## src/rtl/pbc_pkg.sv

```systemverilog
`timescale 1ns/1ps
// Package: types shared by the presettable counter modules.
// Assumes: none.
package pbc_pkg;
    // What the state register does at the next rising edge.
    typedef enum logic [1:0] {
        ACT_HOLD  = 2'd0,
        ACT_COUNT = 2'd1,
        ACT_LOAD  = 2'd2,
        ACT_CLEAR = 2'd3
    } pbc_action_e;
endpackage

```

## src/rtl/pbc_ctrl.sv

```systemverilog
`timescale 1ns/1ps
// Module: pbc_ctrl
// Resolves the control inputs into one action per edge.
// Priority: synchronous clear, then load, then count, then hold.
// Assumes: in the asynchronous style the register handles reset itself,
// so this module never picks a clear.
module pbc_ctrl
    import pbc_pkg::*;
#(
    parameter bit ASYNC_RESET = 1'b0
) (
    input  logic        rst_n,
    input  logic        load_n,
    input  logic        cnt_en,
    input  logic        chain_en,
    output pbc_action_e action
);
    localparam bit USE_SYNC_CLEAR = !ASYNC_RESET;

    // Pick the highest-priority action that is requested.
    always_comb begin
        if (USE_SYNC_CLEAR && !rst_n)
            action = ACT_CLEAR;
        else if (!load_n)
            action = ACT_LOAD;
        else if (cnt_en && chain_en)
            action = ACT_COUNT;
        else
            action = ACT_HOLD;
    end
endmodule

```

## src/rtl/pbc_state_reg.sv

```systemverilog
`timescale 1ns/1ps
// Module: pbc_state_reg
// Count register. The reset style is chosen at elaboration time.
// Assumes: the action comes from pbc_ctrl and is stable before the edge.
module pbc_state_reg
    import pbc_pkg::*;
#(
    parameter int WIDTH       = 4,
    parameter bit ASYNC_RESET = 1'b0
) (
    input  logic             clk,
    input  logic             rst_n,
    input  pbc_action_e      action,
    input  logic [WIDTH-1:0] load_val,
    output logic [WIDTH-1:0] q
);
    localparam logic [WIDTH-1:0] ZERO = '0;
    localparam logic [WIDTH-1:0] ONE  = WIDTH'(1);

    logic [WIDTH-1:0] q_next;

    // Next value for each action.
    always_comb begin
        case (action)
            ACT_CLEAR: q_next = ZERO;
            ACT_LOAD:  q_next = load_val;
            ACT_COUNT: q_next = q + ONE;
            default:   q_next = q;
        endcase
    end

    generate
        if (ASYNC_RESET) begin : g_async
            // Flop with an immediate clear.
            always_ff @(posedge clk or negedge rst_n) begin
                if (!rst_n) q <= ZERO;
                else        q <= q_next;
            end
        end else begin : g_sync
            // Flop; the clear arrives through the action.
            always_ff @(posedge clk) begin
                q <= q_next;
            end
        end
    endgenerate

    // a load takes the preset value.
    p_load_r2: assert property (@(posedge clk) disable iff (!rst_n)
        action == ACT_LOAD |=> q == $past(load_val));

    // a count adds one.
    p_count_r3: assert property (@(posedge clk) disable iff (!rst_n)
        action == ACT_COUNT |=> q == WIDTH'($past(q) + ONE));

    // a hold keeps the value.
    p_hold_r4: assert property (@(posedge clk) disable iff (!rst_n)
        action == ACT_HOLD |=> $stable(q));
endmodule

```

## src/rtl/pbc_term.sv

```systemverilog
`timescale 1ns/1ps
// Module: pbc_term
// Combinational carry-out used to cascade stages.
// Assumes: none; there is no register on this path.
module pbc_term #(
    parameter int WIDTH = 4
) (
    input  logic [WIDTH-1:0] q,
    input  logic             chain_en,
    output logic             chain_out
);
    // High on the last count, qualified by the carry-in enable.
    always_comb chain_out = chain_en && (&q);
endmodule

```

## src/rtl/presettable_counter.sv

```systemverilog
`timescale 1ns/1ps
// Module: presettable_counter
// Cascadable presettable up-counter with split count enables.
// Assumes: all stages of a chain share one clock; ASYNC_RESET selects
// the reset style.
module presettable_counter
    import pbc_pkg::*;
#(
    parameter int WIDTH       = 4,
    parameter bit ASYNC_RESET = 1'b0
) (
    input  logic             clk,
    input  logic             rst_n,
    input  logic             load_n,
    input  logic             cnt_en,
    input  logic             chain_en,
    input  logic [WIDTH-1:0] data_in,
    output logic [WIDTH-1:0] count_q,
    output logic             chain_out
);
    localparam logic [WIDTH-1:0] ALL_ONES = '1;

    pbc_action_e action;

    pbc_ctrl #(.ASYNC_RESET(ASYNC_RESET)) u_ctrl (
        .rst_n(rst_n), .load_n(load_n), .cnt_en(cnt_en),
        .chain_en(chain_en), .action(action)
    );

    pbc_state_reg #(.WIDTH(WIDTH), .ASYNC_RESET(ASYNC_RESET)) u_reg (
        .clk(clk), .rst_n(rst_n), .action(action),
        .load_val(data_in), .q(count_q)
    );

    pbc_term #(.WIDTH(WIDTH)) u_term (
        .q(count_q), .chain_en(chain_en), .chain_out(chain_out)
    );

    // the carry-out is set on the last count with chain_en high.
    p_carry_set_r5: assert property (@(posedge clk) disable iff (!rst_n)
        (count_q == ALL_ONES && chain_en) |-> chain_out);

    // the carry-out is never set off the last count.
    p_carry_only_r5: assert property (@(posedge clk) disable iff (!rst_n)
        chain_out |-> (count_q == ALL_ONES));

    // advancing from all ones wraps to zero.
    p_wrap_r6: assert property (@(posedge clk) disable iff (!rst_n)
        (count_q == ALL_ONES && load_n && cnt_en && chain_en) |=> count_q == '0);

    // a load ignores both enables.
    p_load_any_en_r7: assert property (@(posedge clk) disable iff (!rst_n)
        (!load_n && !(cnt_en && chain_en)) |=> count_q == $past(data_in));
endmodule

```

## config.mk

```make
export PLATFORM = sky130hd
export DESIGN_NAME = presettable_counter
export DESIGN_NICKNAME = d
export VERILOG_FILES = /design/src/rtl/pbc_pkg.sv /design/src/rtl/pbc_ctrl.sv /design/src/rtl/pbc_state_reg.sv /design/src/rtl/pbc_term.sv /design/src/rtl/presettable_counter.sv
export SDC_FILE = /design/constraint.sdc
export NUM_CORES = 1
export LEC_CHECK = 0
export CAP_MARGIN = 20
export CORE_AREA = 2 2 39 41
export CTS_CLUSTER_DIAMETER = 100
export DETAILED_ROUTE_END_ITERATION = 16
export DIE_AREA = 0 0 41 43
export DONT_BUFFER_PORTS = 1
export PLACE_DENSITY_LB_ADDON = 0.1
export SYNTH_ARGS = -nofsm -noshare
export SYNTH_HDL_FRONTEND = slang
export SYNTH_SLANG_ARGS = --single-unit
```

## constraint.sdc

```tcl
create_clock -name clk -period 2 [get_ports clk]
set_clock_uncertainty 0.05 [all_clocks]
set_input_delay 0.4 -clock clk [delete_from_list [all_inputs] [get_ports clk]]
set_output_delay 0.4 -clock clk [all_outputs]
set_load 0.005 [all_outputs]
```

==> results.sh, run 1 <==
export IMPL_cts_buffers=3
export IMPL_slew_headroom_pct=85.1
export IMPL_r2r_cells=3
export IMPL_synth_common_cells="5 x nand2_1, 4 x edfxtp_1, 3 x o21ai_1"
export IMPL_grt_max_degree=5
export IMPL_dp_hpwl_um=441
export IMPL_cts_path_max_buffers=2
export IMPL_pin_count=14
export IMPL_cts_tree="built"
export IMPL_hold_path_class="primary input to flip-flop"
export IMPL_top_regs="u_reg.q (4)"
export IMPL_rr_endpoint="u_reg.q[2]$_DFFE_PP_"
export IMPL_outcome="completed"
export IMPL_cts_setup_buffers=0
export IMPL_async_flop_share_pct=0
export IMPL_yosysUniqueCellTypes=13
export IMPL_ant_nets=0
export IMPL_netlist_top_cells_area="edfxtp_1 50%, nand2_1 7.8%, o21ai_1 6.2%, ha_1 5.2%, nand4_2 5.2%"
export IMPL_largest_register="u_reg.q"
export IMPL_yosysMostFrequentCell="nand2_1"
export IMPL_tns_ns=0
export IMPL_drt_iter0_drc=3
export IMPL_grt_usage_pct=9.04
export IMPL_fmax_mhz=633
export IMPL_cp_num_buf_inv=0
export IMPL_ys_seq_area_share_pct=49.7
export IMPL_post_cts_resized=0
export IMPL_root_buffer="clkbuf_4"
export IMPL_peakVddDrop_v=0.000159
export IMPL_viasPerCell=4.39
export IMPL_worstHoldEndpoint="u_reg.q[0]$_DFFE_PP_"
export IMPL_max_stage_delay_ns=0.46
export IMPL_grt_first_pass_wirelength_um=924
export IMPL_synth_edf_count=4
export IMPL_start_util_pct=17.5
export IMPL_holdWs_ns=0.312
export IMPL_maxCapViolCount=0
export IMPL_synth_top_area_share_pct=49.7
export IMPL_syn_avg_cell_area_um2=11.0
export IMPL_vias=180
export IMPL_crit_family="flip-flops"
export IMPL_die_w_um=41
export IMPL_preCtsSetupSlack_ns=0.666
export IMPL_ctsHoldBuffers=0
export IMPL_area_growth_pct=17.6
export IMPL_worstSetupStartpointType="flip-flop"
export IMPL_fin_crit_ns=1.58
export IMPL_h_tree_depth=1
export IMPL_final_setup_worst_slack_ns=0.419
export IMPL_cts_sinks=4
export IMPL_crit_type="flip-flop to primary output"
export IMPL_drc_errors=0
export IMPL_required_ns=1.55
export IMPL_crit_path_top_delay_cell="edfxtp_1"
export IMPL_stdcell_count=41
export IMPL_worst_slew_pin_transition_ns=0.223
export IMPL_period_share_pct=79.0
export IMPL_drv_slew=0
export IMPL_portBuffers=0
export IMPL_dp_cells=38
export IMPL_die_y_um=43
export IMPL_synth_area_um2=241
export IMPL_wl_per_cell_um=13.0
export IMPL_leakagePower_nw=0.105
export IMPL_powerDensity_nw_per_um2=811
export IMPL_hold_path_startpoint="data_in[0]"
export IMPL_overflow=0
export IMPL_largest_reg_flops=4
export IMPL_synth_seq_cells=4
export IMPL_core_um2=1380
export IMPL_cp_max_fo=4
export IMPL_yosysWarnings=0
export IMPL_arrival_ns=1.13
export IMPL_finalWeightedCongestion=0.627
export IMPL_insertedDiodeCount=0
export IMPL_worstSetupEndpointType="primary output"
export IMPL_insertion_delay_ns=0.24
export IMPL_rrSetupSlack_ns=0.74
export IMPL_finalSetupViolCount=0
export IMPL_drive_above_1_share_pct=28.0
export IMPL_yosysTopAreaCell="edfxtp_1"
export IMPL_grt_antenna_before_repair=0
export IMPL_synth_flop_cell="edfxtp_1"
export IMPL_hold_depth=2
export IMPL_drtPass1Iterations=2
export IMPL_grt_pass1_vias=218
export IMPL_drt_total_wl_um=533
export IMPL_path_clk_slew_ns=0.04
export IMPL_r2r_start="u_reg.q[0]$_DFFE_PP_"
export IMPL_syn_nets=32
export IMPL_fin_nets=37
export IMPL_dieArea_um2=1760
export IMPL_final_core_util_pct=20.5
export IMPL_synthCells=22
export IMPL_grt_setup_unrepaired="no"
export IMPL_final_hold_viol_count=0
export IMPL_cp_cell_sequence="ha_1, and4_1"
export IMPL_num_rows=14
[worst max path at each step]
stage / start / slack [ns] / depth (start not counted) / end
CTS: u_reg.q[0]$_DFFE_PP_ / 0.40 / 2 / chain_out
floorplan: u_reg.q[0]$_DFFE_PP_ / 0.73 / 2 / chain_out
global placement: u_reg.q[0]$_DFFE_PP_ / 0.68 / 2 / chain_out
global route: u_reg.q[0]$_DFFE_PP_ / 0.36 / 2 / chain_out
detailed placement: u_reg.q[0]$_DFFE_PP_ / 0.67 / 2 / chain_out
finish: u_reg.q[0]$_DFFE_PP_ / 0.42 / 2 / chain_out
[final cells by class]
cell class,count,area (um2)
fillers,160,1100
flip-flops and latches,4,120
multi-input cells,17,118
well taps,16,20.0
inverters,1,3.75
clock buffers,3,22.5
[cell families after synthesis]
family	synth area share, %
AND/OR/NAND/NOR	26.4
AO/OA/AOI/OAI	9.84
flip-flops	49.7
XOR/XNOR	7.26
buffers and inverters	1.55
adder cells (fa/ha/maj)	5.18
[power breakdown]
part           leakage (nW)  switching (mW)  internal, mW
registers            0.0448         0.00881         0.101
logic                0.0464         0.00931       0.00810
clock network        0.0138          0.0357        0.0673
[cells in the final DEF (no fill, tap or decap), types with 3 or more instances in the layout]
cell type	instances
o21ai_1	3
clkbuf_4	3
nand2_1	5
edfxtp_1	4
[stage by stage]
stage | area (um2) | power [mW]
after global routing | 284 | 0.247
final | 284 | 0.230
after CTS | 284 | 0.236
after floorplan | 241 | 0.124
after detailed placement | 262 | 0.129
after global placement | 262 | 0.130
[per-layer routing]
metal / vias up / track usage [%] / routed length [um]
met5: - / 0 / 0
met4: 0 / 12.0 / 0
met3: 0 / 6.81 / 80
met2: 17 / 8.44 / 219
met1: 74 / 10.3 / 233
li1: 89 / - / -
Power figures use the tool's default switching activity.
==> inputs of run 2 (changes only) <==
clock period = 1.33 ns   (was 2 ns; I/O delays follow)
==> run 2 against run 1 <==
- the flow now finishes with violations (setup timing)
- global-route usage shrank 0.39 points
- total power grew 51%
- largest power group unchanged
- register-to-register slack lost 0.59 ns
- count of clock-buffer cells in the layout is the same
- via count grew 1.1%
- core utilization grew 0.72 points
- critical path depth is the same
- combinational power grew 82%
- die area is the same
- cell count grew 2.4%
==> results.sh, run 2 (same netlist as run 1, synthesis figures left out) <==
export IMPL_outcome="finished, violations left"
export IMPL_power_share_clock_pct=43.8
export IMPL_viasPerCell=4.33
export IMPL_drt_total_wl_um=564
export IMPL_rr_endpoint="u_reg.q[2]$_DFFE_PP_"
export IMPL_top_regs="u_reg.q (4)"
export IMPL_drive_above_1_share_pct=34.6
export IMPL_p_int_mw=0.269
export IMPL_largest_register="u_reg.q"
export IMPL_gr_max_usage_layer="met4"
export IMPL_largest_reg_flops=4
export IMPL_grt_usage_pct=8.64
export IMPL_portBuffers=0
export IMPL_violations="setup timing"
export IMPL_met3_usage_pct=7.33
export IMPL_pin_count=14
export IMPL_start_util_pct=17.5
export IMPL_worstSetupEndpointType="primary output"
export IMPL_r2r_cells=3
export IMPL_seqPwrFrac_pct=47.1
export IMPL_num_rows=14
export IMPL_drc_errors=0
export IMPL_finalSetupViolCount=1
export IMPL_powerDensity_nw_per_um2=1190
export IMPL_hold_path_startpoint="data_in[3]"
export IMPL_p_sw_mw=0.0798
export IMPL_final_hold_viol_count=0
export IMPL_arrival_ns=1.05
export IMPL_grt_first_pass_wirelength_um=862
export IMPL_vias=182
export IMPL_root_buffer="clkbuf_4"
export IMPL_combPwrFrac_pct=9.1
export IMPL_grt_max_degree=5
export IMPL_drv_slew=0
export IMPL_cts_buffers=3
export IMPL_worstHoldEndpoint="u_reg.q[3]$_DFFE_PP_"
export IMPL_worstSetupStartpointType="flip-flop"
export IMPL_grt_setup_unrepaired="yes"
export IMPL_fin_area_um2=294
export IMPL_final_common_cell="nand2_1"
export IMPL_grt_use_met2_pct=8.44
export IMPL_h_tree_depth=1
export IMPL_dp_hpwl_um=449
export IMPL_final_core_util_pct=21.2
export IMPL_fin_crit_ns=1.36
export IMPL_use_met1_pct=8.71
export IMPL_fin_nets=38
export IMPL_drt_iter0_drc=4
export IMPL_fill_cells=155
export IMPL_die_w_um=41
export IMPL_crit_type="flip-flop to primary output"
export IMPL_hold_depth=2
export IMPL_path_clk_slew_ns=0.04
export IMPL_cts_path_max_buffers=2
export IMPL_period_share_pct=103
export IMPL_drtPass1Iterations=4
export IMPL_regArea_um2=120
export IMPL_maxCapViolCount=0
export IMPL_required_ns=1.01
export IMPL_ant_nets=0
export IMPL_core_um2=1380
export IMPL_finalWeightedCongestion=0.652
export IMPL_r2r_start="u_reg.q[1]$_DFFE_PP_"
export IMPL_slew_headroom_pct=84.9
export IMPL_ctsHoldBuffers=0
export IMPL_rrSetupSlack_ns=0.15
export IMPL_final_cell_mix="5 x nand2_1, 4 x edfxtp_1, 3 x o21ai_1, 3 x clkbuf_4"
export IMPL_wl_per_cell_um=13.4
export IMPL_final_setup_worst_slack_ns=-0.0344
export IMPL_place_area_um2=269
export IMPL_cts_sinks=4
export IMPL_leakagePower_nw=0.108
export IMPL_peakVddDrop_v=0.000313
export IMPL_insertion_delay_ns=0.23
export IMPL_worst_slew_pin_transition_ns=0.226
export IMPL_die_y_um=43
export IMPL_dieArea_um2=1760
export IMPL_hold_path_class="primary input to flip-flop"
export IMPL_fmax_mhz=733
export IMPL_insertedDiodeCount=0
export IMPL_cp_max_fo=3
export IMPL_overflow=0
export IMPL_area_growth_pct=21.8
export IMPL_grt_pass1_vias=212
export IMPL_cts_tree="built"
export IMPL_switching_share_pct=22.9
export IMPL_multi_input_comb_area_um2=120
export IMPL_grt_antenna_before_repair=0
## run 2: final cells by class
class	instances	share of cell area, %
multi-input combinational	17	40.9
tap	16	6.81
inverter	1	1.28
sequential	4	40.9
timing repair buffer	1	2.55
clock buffer	3	7.66
## run 2: through the flow
stage	setup slack [ns]	std cells	total power, mW	hold slack [ns]	setup TNS [ns]
2_1_floorplan	0.151	22	0.187	0.404	0
3_3_place_gp	0.138	39	0.198	0.410	0
3_5_place_dp	0.121	39	0.198	0.420	0
4_1_cts	-0.0595	42	0.359	0.176	-0.0595
5_1_grt	-0.114	42	0.378	0.177	-0.114
6_report	-0.0344	42	0.349	0.188	-0.0344
## run 2: worst max path at each step
stage	startpoint	end	slack, ns	depth (start not counted)
global placement	u_reg.q[1]$_DFFE_PP_	u_reg.q[2]$_DFFE_PP_	0.14	3
CTS	u_reg.q[1]$_DFFE_PP_	chain_out	-0.06	2
floorplan	u_reg.q[0]$_DFFE_PP_	u_reg.q[2]$_DFFE_PP_	0.15	3
global route	u_reg.q[1]$_DFFE_PP_	chain_out	-0.11	2
detailed placement	u_reg.q[1]$_DFFE_PP_	u_reg.q[2]$_DFFE_PP_	0.12	3
finish	u_reg.q[1]$_DFFE_PP_	chain_out	-0.03	2
## run 2: repair_timing
action | 4_1_cts | 5_1_grt
endpoints found under the setup margin | 1 | 1
setup buffers | 0 | 0
resized for setup | 1 | 0
## run 2: power groups by stage
stage / registers, mW / clock network, mW / logic, mW
3_5_place_dp: 0.167 / 0 / 0.0314
6_report: 0.164 / 0.153 / 0.0317
2_1_floorplan: 0.165 / 0 / 0.0224
3_3_place_gp: 0.166 / 0 / 0.0321
4_1_cts: 0.165 / 0.162 / 0.0324
5_1_grt: 0.167 / 0.175 / 0.0361
## run 2: critical path, stage by stage (launching register included)
cell and delay [ns]:
edfxtp_1 0.44, ha_2 0.21, and4_1 0.16
## run 2: metal layers
metal	share of wire, %	routed length, um	vias to the layer above
li1	-	-	88
met5	0	0	-
met2	41	230	15
met4	0	0	0
met1	43	243	79
met3	16	90	0
==> inputs of run 3 (changes only) <==
PLACE_DENSITY = 0.43   (was unset)
PLACE_DENSITY_LB_ADDON = unset   (was 0.1)
==> run 3 against run 2 <==
- the run still ends with setup timing left
- sequential power barely moved
- die area unchanged
- sequential cell count unchanged
- worst hold slack worse by 0.010 ns
- cell count increased by 2.4%
- combinational power up 18%
- core utilization is 0.54 points higher
- critical endpoint unchanged
- sequential share of layout area fell by 1.0 points
- register-to-register slack got worse by 0.04 ns
- critical path type unchanged
- non-clock buffer count grew 1
==> results.sh, run 3 (same netlist as run 1, synthesis figures left out) <==
export IMPL_drive_above_1_share_pct=37.0
export IMPL_fill_cells=152
export IMPL_grt_antenna_before_repair=0
export IMPL_max_stage_delay_ns=0.44
export IMPL_final_hold_viol_count=0
export IMPL_grt_first_pass_wirelength_um=710
export IMPL_root_buffer="clkbuf_4"
export IMPL_multi_input_comb_area_um2=120
export IMPL_vias=190
export IMPL_ctsHoldBuffers=0
export IMPL_regArea_um2=120
export IMPL_use_met1_pct=9.15
export IMPL_die_w_um=41
export IMPL_grt_usage_pct=6.36
export IMPL_cts_sinks=4
export IMPL_largest_reg_flops=4
export IMPL_overflow=0
export IMPL_outcome="finished, violations left"
export IMPL_final_core_util_pct=21.8
export IMPL_start_util_pct=17.5
export IMPL_viasPerCell=4.42
export IMPL_dp_hpwl_um=423
export IMPL_drtPass1Iterations=4
export IMPL_num_rows=14
export IMPL_maxCapViolCount=0
export IMPL_insertion_delay_ns=0.24
export IMPL_fin_nets=39
export IMPL_final_common_cell="nand2_1"
export IMPL_met3_usage_pct=0.524
export IMPL_core_um2=1380
export IMPL_worst_slew_pin_transition_ns=0.206
export IMPL_peakVddDrop_v=0.000240
export IMPL_cts_buffers=3
export IMPL_final_setup_worst_slack_ns=-0.0359
export IMPL_finalWeightedCongestion=0.738
export IMPL_h_tree_depth=1
export IMPL_fmax_mhz=732
export IMPL_violations="setup timing"
export IMPL_grt_setup_unrepaired="yes"
export IMPL_pin_count=14
export IMPL_combPwrFrac_pct=10.7
export IMPL_leakagePower_nw=0.113
export IMPL_drv_slew=0
export IMPL_finalSetupViolCount=1
export IMPL_p_sw_mw=0.0799
export IMPL_path_clk_slew_ns=0.04
export IMPL_cp_cell_sequence="ha_2, and4_1"
export IMPL_arrival_ns=1.05
export IMPL_dieArea_um2=1760
export IMPL_p_int_mw=0.272
export IMPL_largest_register="u_reg.q"
export IMPL_fin_area_um2=302
export IMPL_drc_errors=0
export IMPL_seqPwrFrac_pct=46.3
export IMPL_worstSetupStartpointType="flip-flop"
export IMPL_area_growth_pct=24.9
export IMPL_die_y_um=43
export IMPL_top_regs="u_reg.q (4)"
export IMPL_ant_nets=0
export IMPL_portBuffers=0
export IMPL_drt_total_wl_um=508
export IMPL_fin_crit_ns=1.37
export IMPL_drt_iter0_drc=10
export IMPL_switching_share_pct=22.7
export IMPL_slew_headroom_pct=86.3
export IMPL_finalPower_mw=0.352
export IMPL_period_share_pct=103
export IMPL_cp_max_fo=3
export IMPL_worstSetupEndpointType="primary output"
export IMPL_power_share_clock_pct=43.0
export IMPL_required_ns=1.01
export IMPL_cts_path_max_buffers=2
export IMPL_cts_tree="built"
export IMPL_place_area_um2=269
export IMPL_wl_per_cell_um=11.8
export IMPL_grt_use_met2_pct=6.88
export IMPL_insertedDiodeCount=0
export IMPL_crit_type="flip-flop to primary output"
export IMPL_powerDensity_nw_per_um2=1170
export IMPL_hold_path_class="primary input to flip-flop"
export IMPL_final_cell_mix="5 x nand2_1, 4 x edfxtp_1, 3 x o21ai_1, 3 x clkbuf_4, 2 x buf_4"
export IMPL_grt_max_degree=5
export IMPL_gr_max_usage_layer="met1"
export IMPL_crit_path_top_delay_cell="edfxtp_1"
export IMPL_grt_pass1_vias=201
run 3: changes by cell type in the layout (fill, tap and decap cells not counted), sizes merged:
| cell | change |
|---|---|
| buf | +1 |
run 3: final timing paths:
kind,slack (ns),to,startpoint,cells past startpoint
worst max-delay path,-0.04,chain_out,u_reg.q[1]$_DFFE_PP_,2
worst min-delay path,0.18,u_reg.q[1]$_DFFE_PP_,data_in[1],2
worst max register to register,0.11,u_reg.q[2]$_DFFE_PP_,u_reg.q[1]$_DFFE_PP_,3
worst min register to register,0.64,u_reg.q[3]$_DFFE_PP_,u_reg.q[3]$_DFFE_PP_,2
run 3: power by group through the flow:
| stage | combinational, mW | sequential, mW | clock, mW |
|---|---|---|---|
| after floorplan | 0.0224 | 0.165 | 0 |
| after global placement | 0.0315 | 0.167 | 0 |
| after detailed placement | 0.0312 | 0.167 | 0 |
| after CTS | 0.0381 | 0.164 | 0.154 |
| after global routing | 0.0414 | 0.165 | 0.155 |
| final | 0.0375 | 0.163 | 0.151 |
run 3: through the flow:
step	std cells	setup TNS, ns	hold WS [ns]	setup WS [ns]
3_5_place_dp	39	0	0.419	0.0877
5_1_grt	43	-0.0814	0.182	-0.0814
6_report	43	-0.0359	0.178	-0.0359
4_1_cts	43	-0.0450	0.173	-0.0450
2_1_floorplan	22	0	0.404	0.151
3_3_place_gp	39	0	0.417	0.102
run 3: routing by layer:
metal	vias to the layer above	part of all wire, %
met5	-	0
met4	0	3.3
met3	2	13
met2	15	39
met1	81	44
li1	92	-
run 3: area by class of cell:
cell class              count  share of cell area [%]
flip-flops and latches      4                    39.8
multi-input cells          17                    39.8
clock buffers               3                    7.47
well taps                  16                    6.64
repair buffers              2                    4.98
inverters                   1                    1.24
run 3: timing repair:
| item | in CTS | in global routing |
|---|---|---|
| buffers inserted | 1 | 0 |
| setup endpoints to repair | 1 | 1 |
| gates resized for setup | 1 | 0 |
run 3: critical path: cells and delay by family (launching register included):
family / cells / cell delay [ns]
and+or+nand+nor: 1 / 0.16
DFF: 1 / 0.44
adders and majority gates: 1 / 0.22
